## config.mk

```make
export PLATFORM = sky130hd
export DESIGN_NAME = atten_ramp
export DESIGN_NICKNAME = d
export VERILOG_FILES = /design/src/rtl/atten_ramp_pkg.sv /design/src/rtl/gain_slew.sv /design/src/rtl/chan_gain.sv /design/src/rtl/atten_ramp.sv
export SDC_FILE = /design/constraint.sdc
export NUM_CORES = 1
export LEC_CHECK = 0
export BUFFER_PORTS_ARGS = -buffer_cell sky130_fd_sc_hd__clkbuf_2
export CORE_MARGIN = 3
export CORE_UTILIZATION = 40
export CTS_CLUSTER_DIAMETER = 30
export CTS_CLUSTER_SIZE = 10
export DETAILED_ROUTE_END_ITERATION = 8
export SYNTH_ARGS = -nofsm -noshare
export SYNTH_HDL_FRONTEND = slang
export SYNTH_SLANG_ARGS = --single-unit
export TNS_END_PERCENT = 1
```

## constraint.sdc

```tcl
create_clock -name clk -period 15.05 [get_ports clk]
set_input_delay 3.01 -clock clk [delete_from_list [all_inputs] [get_ports clk]]
set_output_delay 3.01 -clock clk [all_outputs]
set_load 0.02 [all_outputs]
```

## src/rtl/atten_ramp_pkg.sv

```systemverilog
package atten_ramp_pkg;

    // default geometry
    localparam int SMP_W       = 16;
    localparam int ATT_CODE_W  = 7;
    localparam int GAIN_FRAC_W = 16;
    localparam int RAMP_STEP   = 64;
    localparam int ZRUN_LOG2   = 13;

    // which way the coefficient heads on the next strobe
    typedef enum logic [1:0] {
        SLEW_HOLD = 2'd0,
        SLEW_UP   = 2'd1,
        SLEW_DOWN = 2'd2
    } slew_dir_e;

    // one slew decision: direction and the value reached
    typedef struct packed {
        slew_dir_e                dir;
        logic [GAIN_FRAC_W:0]     next;
    } slew_t;

endpackage

```

## src/rtl/gain_slew.sv

```systemverilog
module gain_slew
    import atten_ramp_pkg::*;
#(
    parameter int CODE_W = ATT_CODE_W,
    parameter int FRAC_W = GAIN_FRAC_W,
    parameter int STEP   = RAMP_STEP,
    localparam int COEF_W = FRAC_W + 1
) (
    input  logic              clk,
    input  logic              rst,
    input  logic              stb,
    input  logic [CODE_W-1:0] code_in,
    input  logic              code_ld,
    input  logic              mute_req,
    output logic [COEF_W-1:0] coef
);

    localparam logic [COEF_W-1:0] UNITY   = COEF_W'(1) << FRAC_W;
    localparam logic [COEF_W-1:0] STEP_V  = COEF_W'(STEP);
    localparam int                SHIFT   = FRAC_W - CODE_W;
    localparam logic [CODE_W-1:0] FULL    = '1;

    logic [CODE_W-1:0] code_q;
    logic [COEF_W-1:0] goal;
    slew_t             slew;

    function automatic logic [COEF_W-1:0] code_gain(input logic [CODE_W-1:0] c);
        if (c == FULL) return UNITY;
        return COEF_W'(c) << SHIFT;
    endfunction

    always_comb begin
        goal = mute_req ? '0 : code_gain(code_q);
        if (goal > coef) begin
            slew.dir  = SLEW_UP;
            slew.next = (goal - coef > STEP_V) ? coef + STEP_V : goal;
        end else if (goal < coef) begin
            slew.dir  = SLEW_DOWN;
            slew.next = (coef - goal > STEP_V) ? coef - STEP_V : goal;
        end else begin
            slew.dir  = SLEW_HOLD;
            slew.next = coef;
        end
    end

    always_ff @(posedge clk) begin
        if (rst) begin
            code_q <= FULL;
            coef   <= UNITY;
        end else begin
            if (code_ld) code_q <= code_in;
            if (stb)     coef   <= slew.next;
        end
    end

    p_step_bound_r4: assert property (@(posedge clk) disable iff (rst)
        stb |=> (((coef >= $past(coef)) ? (coef - $past(coef)) : ($past(coef) - coef)) <= STEP_V));

    p_idle_hold_r4: assert property (@(posedge clk) disable iff (rst)
        !stb |=> $stable(coef));

    p_ceiling_r3: assert property (@(posedge clk) disable iff (rst)
        coef <= UNITY);

    p_mute_floor_r6: assert property (@(posedge clk) disable iff (rst)
        (mute_req && stb && coef == '0) |=> coef == '0);

endmodule

```

## src/rtl/chan_gain.sv

```systemverilog
module chan_gain
    import atten_ramp_pkg::*;
#(
    parameter int SW     = SMP_W,
    parameter int FRAC_W = GAIN_FRAC_W,
    parameter int ZLOG   = ZRUN_LOG2,
    localparam int COEF_W = FRAC_W + 1,
    localparam int PW     = SW + COEF_W + 1
) (
    input  logic              clk,
    input  logic              rst,
    input  logic              stb,
    input  logic [SW-1:0]     smp_in,
    input  logic [COEF_W-1:0] coef,
    output logic [SW-1:0]     smp_out,
    output logic              mute
);

    localparam logic [PW-1:0]     BIAS  = (PW'(1) << FRAC_W) - PW'(1);
    localparam logic [COEF_W-1:0] UNITY = COEF_W'(1) << FRAC_W;

    logic signed [PW-1:0] prod;
    logic signed [PW-1:0] biased;
    logic signed [PW-1:0] scaled;
    logic [ZLOG:0]        zrun_q;

    always_comb begin
        prod   = $signed({{(PW-SW){smp_in[SW-1]}}, smp_in})
               * $signed({{(PW-COEF_W){1'b0}}, coef});
        biased = prod + (prod[PW-1] ? $signed(BIAS) : $signed(PW'(0)));
        scaled = biased >>> FRAC_W;
    end

    always_ff @(posedge clk) begin
        if (rst) begin
            smp_out <= '0;
            zrun_q  <= '0;
        end else if (stb) begin
            smp_out <= scaled[SW-1:0];
            if (smp_in != '0)   zrun_q <= '0;
            else if (!zrun_q[ZLOG]) zrun_q <= zrun_q + 1'b1;
        end
    end

    assign mute = zrun_q[ZLOG] || (coef == '0);

    p_zero_gain_r2: assert property (@(posedge clk) disable iff (rst)
        (stb && coef == '0) |=> smp_out == '0);

    p_unity_pass_r1: assert property (@(posedge clk) disable iff (rst)
        (stb && coef == UNITY) |=> smp_out == $past(smp_in));

    p_run_clear_r8: assert property (@(posedge clk) disable iff (rst)
        (stb && smp_in != '0) |=> mute == (coef == '0));

    p_reset_quiet_r9: assert property (@(posedge clk)
        rst |=> smp_out == '0);

endmodule

```

## src/rtl/atten_ramp.sv

```systemverilog
module atten_ramp
    import atten_ramp_pkg::*;
#(
    parameter int SW     = SMP_W,
    parameter int CODE_W = ATT_CODE_W,
    parameter int FRAC_W = GAIN_FRAC_W,
    parameter int STEP   = RAMP_STEP,
    parameter int ZLOG   = ZRUN_LOG2,
    localparam int COEF_W = FRAC_W + 1,
    localparam int NCH    = 2
) (
    input  logic              clk,
    input  logic              rst,
    input  logic              smp_stb,
    input  logic [SW-1:0]     in_l,
    input  logic [SW-1:0]     in_r,
    input  logic [CODE_W-1:0] att_code,
    input  logic              att_load,
    input  logic              mute_req,
    output logic [SW-1:0]     out_l,
    output logic [SW-1:0]     out_r,
    output logic              mute_l,
    output logic              mute_r
);

    logic [COEF_W-1:0]         coef;
    logic [NCH-1:0][SW-1:0]    ch_in;
    logic [NCH-1:0][SW-1:0]    ch_out;
    logic [NCH-1:0]            ch_mute;

    assign ch_in[0] = in_l;
    assign ch_in[1] = in_r;

    gain_slew #(
        .CODE_W (CODE_W),
        .FRAC_W (FRAC_W),
        .STEP   (STEP)
    ) u_slew (
        .clk      (clk),
        .rst      (rst),
        .stb      (smp_stb),
        .code_in  (att_code),
        .code_ld  (att_load),
        .mute_req (mute_req),
        .coef     (coef)
    );

    for (genvar c = 0; c < NCH; c++) begin : g_chan
        chan_gain #(
            .SW     (SW),
            .FRAC_W (FRAC_W),
            .ZLOG   (ZLOG)
        ) u_chan (
            .clk     (clk),
            .rst     (rst),
            .stb     (smp_stb),
            .smp_in  (ch_in[c]),
            .coef    (coef),
            .smp_out (ch_out[c]),
            .mute    (ch_mute[c])
        );
    end

    assign out_l  = ch_out[0];
    assign out_r  = ch_out[1];
    assign mute_l = ch_mute[0];
    assign mute_r = ch_mute[1];

endmodule

```

* After elaboration in Yosys (flattened, before gate mapping) *
Index checks and enable logic that the tools add are counted.

storage, ports and cells
  bits in registers = 84
  input port bits = 44
  output and inout port bits = 34
  logic and storage cells = 48

cells by class
  add/subtract/negate cells = 8
  $mul = 2
  $lt $le $gt $ge = 4
  eq/ne operators = 3
  multiplexer cells = 14
  reduce and logical (&&, ||, !) cells = 9

operators with widths
  operator                 number
  $mux W17                 7
  $mul A16 B18 Y34         2
  $add A32 B32 Y32         2
  $mux W14                 4
  $gt A17 B7 Y1 const B    2
  $sub A17 B17 Y17         2
  $mux W16                 2
  $reduce_bool A16 Y1      2
  $add A14 B1 Y14 const B  2
  $add A17 B7 Y17 const B  1
  $gt A17 B17 Y1           1
  $logic_not A17 Y1        1
  $lt A17 B17 Y1           1
  $sub A17 B7 Y17 const B  1
  $eq A7 B7 Y1 const B     1
  $reduce_and A2 Y1        3
  $ne A2 B2 Y1 const B     2
  $logic_or A1 B1 Y1       2
  $reduce_bool A2 Y1       1
  $mux W1                  1

* Depth between registers and ports, before layout *
  depth in word-level cells = 9
  depth in mapped cells = 34
  depth with buffers taken out = 30

* By module *
Synthesis repeated with hierarchy kept, for this count alone.

unflattened totals
  cell total of the unflattened synthesis = 2953
  area total of the unflattened synthesis = 24960.2 um^2

by module, submodules not included
  module                         instances  cells an instance  area an instance (um^2)  seq. area each (um^2)
  chan_gain at g_chan[0].u_chan  1          1363               11546.1                  600.6
  chan_gain at g_chan[1].u_chan  1          1312               11264.6                  600.6
  gain_slew                      1          278                2149.6                   360.3

* Worst setup path after synthesis *
No wires, ideal clock.

  kind = input -> register
  start = input port in_l[1]
  end = register g_chan[0].u_chan.smp_out[13]
  library setup time = 0.091 ns
  arrival = 10.046 ns
  required time = 14.959 ns
  path slack = 4.913 ns
  stages on the path = 26
  path buffers = 1
  cells stage by stage = clkbuf_1 -> nand2_1 -> fa_1 -> fa_1 -> inv_1 -> fa_1 -> fa_1 -> fa_1 -> inv_1 -> fa_1 -> inv_1 -> ha_1 -> a21o_1 -> a21o_1 -> a21o_1 -> a221oi_2 -> a21oi_1 -> nor2_1 -> inv_1 -> ha_1 -> nand2_1 -> or4_1 -> o311ai_1 -> a31oi_1 -> or4_1 -> a311oi_1

on the way
  word-level cells in the longest chain between the ends = 3

ends and longest elaborated chain
  what                    RTL line          RTL
  start: declaration      atten_ramp.sv:15  input logic [SW-1:0] in_l,
  $mul A16 B18 Y34 (*)    chan_gain.sv:29   * $signed({{(PW-COEF_W){1'b0}}, coef});
  $mux W16                chan_gain.sv:30   biased = prod + (prod[PW-1] ? $signed(BIAS) : $signed(PW'(0)));
  $add A32 B32 Y32 (*)    chan_gain.sv:30
  end signal: assignment  chan_gain.sv:39   smp_out <= scaled[SW-1:0];
  end: declaration        chan_gain.sv:15   output logic [SW-1:0] smp_out,

Every way passes the cells marked *; elsewhere a longest branch is shown, timed or not.
A chain may end at the register's enable or synchronous reset.

* Worst setup path after layout *
  start = input port in_l[4]
  end = register g_chan[0].u_chan.smp_out[13]

The elaborated chain is that of the path after synthesis.

==> results.yml <==
status:
  status: "complete, no violations"
synthesis:
  postSynthCellCount: 2675
  synthTopCellsByArea: "fa_1, ha_1, inv_1"
  synth_ff_type: "dfxtp_1"
  synth-edff-count: 0
  yosysTopAreaCell: "fa_1"
  syn_area_sq_um: 22300
  ys_seq_elements: 78
  synth_cell_type_count: 103
  synthArstFlopShare_pct: 0
  synth_area_per_cell_sq_um: 8.34
  ys_seq_area_share_pct: 7.00
  synth_top_area_share_pct: 30.7
  synth_warnings: 0
layout:
  multi_input_area_sq_um: 18700
  mostFrequentLayoutCell: "inv_1"
  fill_cells: 5502
  drive_gt1_share_pct: 5.56
  layout.nets: 3395
  syn2layout_area_growth_pct: 6.50
  seq_area_sq_um: 1560
  antenna_cells: 0
  post-route-util_pct: 43.6
  final_cell_mix: "inv_1, fa_1, nand2_1, ha_1, and2_1"
timing:
  final.setup.tns_ns: 0
  whs_ns: 0.468
  clock_skew_ns: 0.0147
  min_period_ns: 10.75
  setup_viol: 0
  finalMaxSlewViolations: 0
  max_slew_margin_pct: 20.8
  fmax_mhz: 93.0
  rsz0062_at_grt: "false"
  fin_crit_sh_pct: 71.4
  tightest_slew_ns: 1.17
  finalHoldViolCount: 0
cts:
  clk_latency_ns: 0.35
  post_cts_resized: 0
  root_buffer: "clkbuf_16"
  cts.htree.levels: 3
  cts_tree: "built"
  postCtsSetupBuffers: 0
  cts_buffers: 9
  clk_pin_slew_worst_paths_ns: 0.07
  clock_path_buffers: 2
  holdBufCountCts: 0
  cts_sinks: 78
drt:
  postRouteWirelength_microns: 59600
  wl_per_cell_microns: 17.1
  first_pass_iters: 5
  antenna_left: 0
  vias: 18300
  viasPerCell: 5.24
  drt_iter0_drc: 1153
  drc_errors: 0
setup_path:
  path_common_cell: "fa_1"
  worst_r2r_path_depth: 26
  r2r-end: "g_chan[0].u_chan.smp_out[13]$_SDFFE_PP0P_"
  worstPathRequired_ns: 15.29
  r2r_start: "u_slew.coef[9]$_SDFFE_PP0P_"
  r2r_slack_ns: 6.19
  path_class: "input port to flop"
  cp.arrival_ns: 10.99
  cp-end-kind: "flop"
  crit_start: "in_l[4]"
  cp_slowest_stage_delay_ns: 0.54
  critPathSlowestCell: "or4_1"
  critPathLaunchType: "input port"
  crit_fanout: 12
grt:
  grt_most_used_layer: "met2"
  antenna_found_initial: 1
  grt_use_met2_pct: 32.3
  grt_max_degree: 68
  grtUsageTotal_pct: 20.6
  grt_use_met1_pct: 30.5
  use_met3_pct: 2.26
  grt_pass1_wl_microns: 99100
  grt_pass1_vias: 18900
  gr-total-overflow: 0
floorplan:
  die-area_sq_um: 58700
  die_h_microns: 242
  initial_core_util_pct: 41.0
  core-area_sq_um: 54500
  io_pins: 78
  die_x_microns: 242
  rows: 85
place:
  port_buffers: 77
  hpwlAfterDp_microns: 48100
  gp_congestion: 0.871
min_path:
  hold_depth: 2
  hold_path.startpoint: "u_slew.coef[6]$_SDFFE_PP0P_"
  min_path_type: "flop to flop"
  hold_path_end: "u_slew.coef[6]$_SDFFE_PP0P_"
job:
  maxCapViolCount: 0
==> layer usage <==
layer  routed length, microns  vias to the layer above  part of all wire [%]
li1                         -                     8691                     -
met5                       12                        -                 0.020
met1                    28600                     9008                    48
met4                     1250                        2                   2.1
met3                     3590                       76                   6.0
met2                    26100                      528                    44
==> cells in the mapped netlist, types with 28 or more instances <==
cell type,count
nand4_1,37
fa_1,342
nand2_1,305
dfxtp_1,78
a211oi_1,28
o21ai_0,71
inv_1,489
clkbuf_1,105
ha_1,263
nor3_1,35
xor2_1,45
and2_1,146
xnor2_1,54
nand3_1,35
nor2_1,136
a21oi_1,105
a21o_1,43
==> registers in the layout, summed over array words and instances, names as in the netlist <==
name	flops
g_chan.u_chan.zrun_q	28
u_slew.coef	11
g_chan.u_chan.smp_out	32
u_slew.code_q	7
==> critical path, delay by kind of cell <==
kind | cells | cell delay (ns)
AND/OR/NAND/NOR | 5 | 1.66
buffers and inverters | 6 | 0.63
AO/OA/AOI/OAI | 8 | 1.91
adder cells (fa/ha/maj) | 8 | 3.77
==> logic make-up after synthesis <==
family                   synth area share, %
AND/OR/NAND/NOR                         18.3
buffers and inverters                   11.1
adder cells (fa/ha/maj)                 45.4
AO/OA/AOI/OAI                           13.5
XOR/XNOR                                3.89
flip-flops                              7.00
multiplexers                           0.718
other                                 0.0337
==> layout make-up <==
type	count	share of cell area, %
timing repair buffer	93	2.13
tap	739	3.89
clock buffer	11	0.979
sequential	78	6.58
multi-input combinational	2073	78.5
clock inverter	5	0.153
inverter	491	7.76
==> metrics by stage <==
step / cell area [sq um] / instances / worst slack (ns)
after floorplan: 22700 / 2778 / 4.91
after global placement: 23500 / 3474 / 4.12
after detailed placement: 23500 / 3474 / 4.02
after CTS: 23800 / 3490 / 4.35
after global routing: 23800 / 3490 / 3.74
final: 23800 / 3490 / 4.30
==> how the worst max path moves through the flow <==
stage               cells past startpoint                                        end
CTS                                    27  g_chan[0].u_chan.smp_out[13]$_SDFFE_PP0P_
global placement                       27   g_chan[0].u_chan.smp_out[9]$_SDFFE_PP0P_
floorplan                              26  g_chan[0].u_chan.smp_out[13]$_SDFFE_PP0P_
global route                           29   g_chan[1].u_chan.smp_out[7]$_SDFFE_PP0P_
detailed placement                     27  g_chan[0].u_chan.smp_out[13]$_SDFFE_PP0P_
finish                                 27  g_chan[0].u_chan.smp_out[13]$_SDFFE_PP0P_
Power is not shown: default switching activity piles up to over one toggle a cycle in this logic, so the estimate is an artifact.
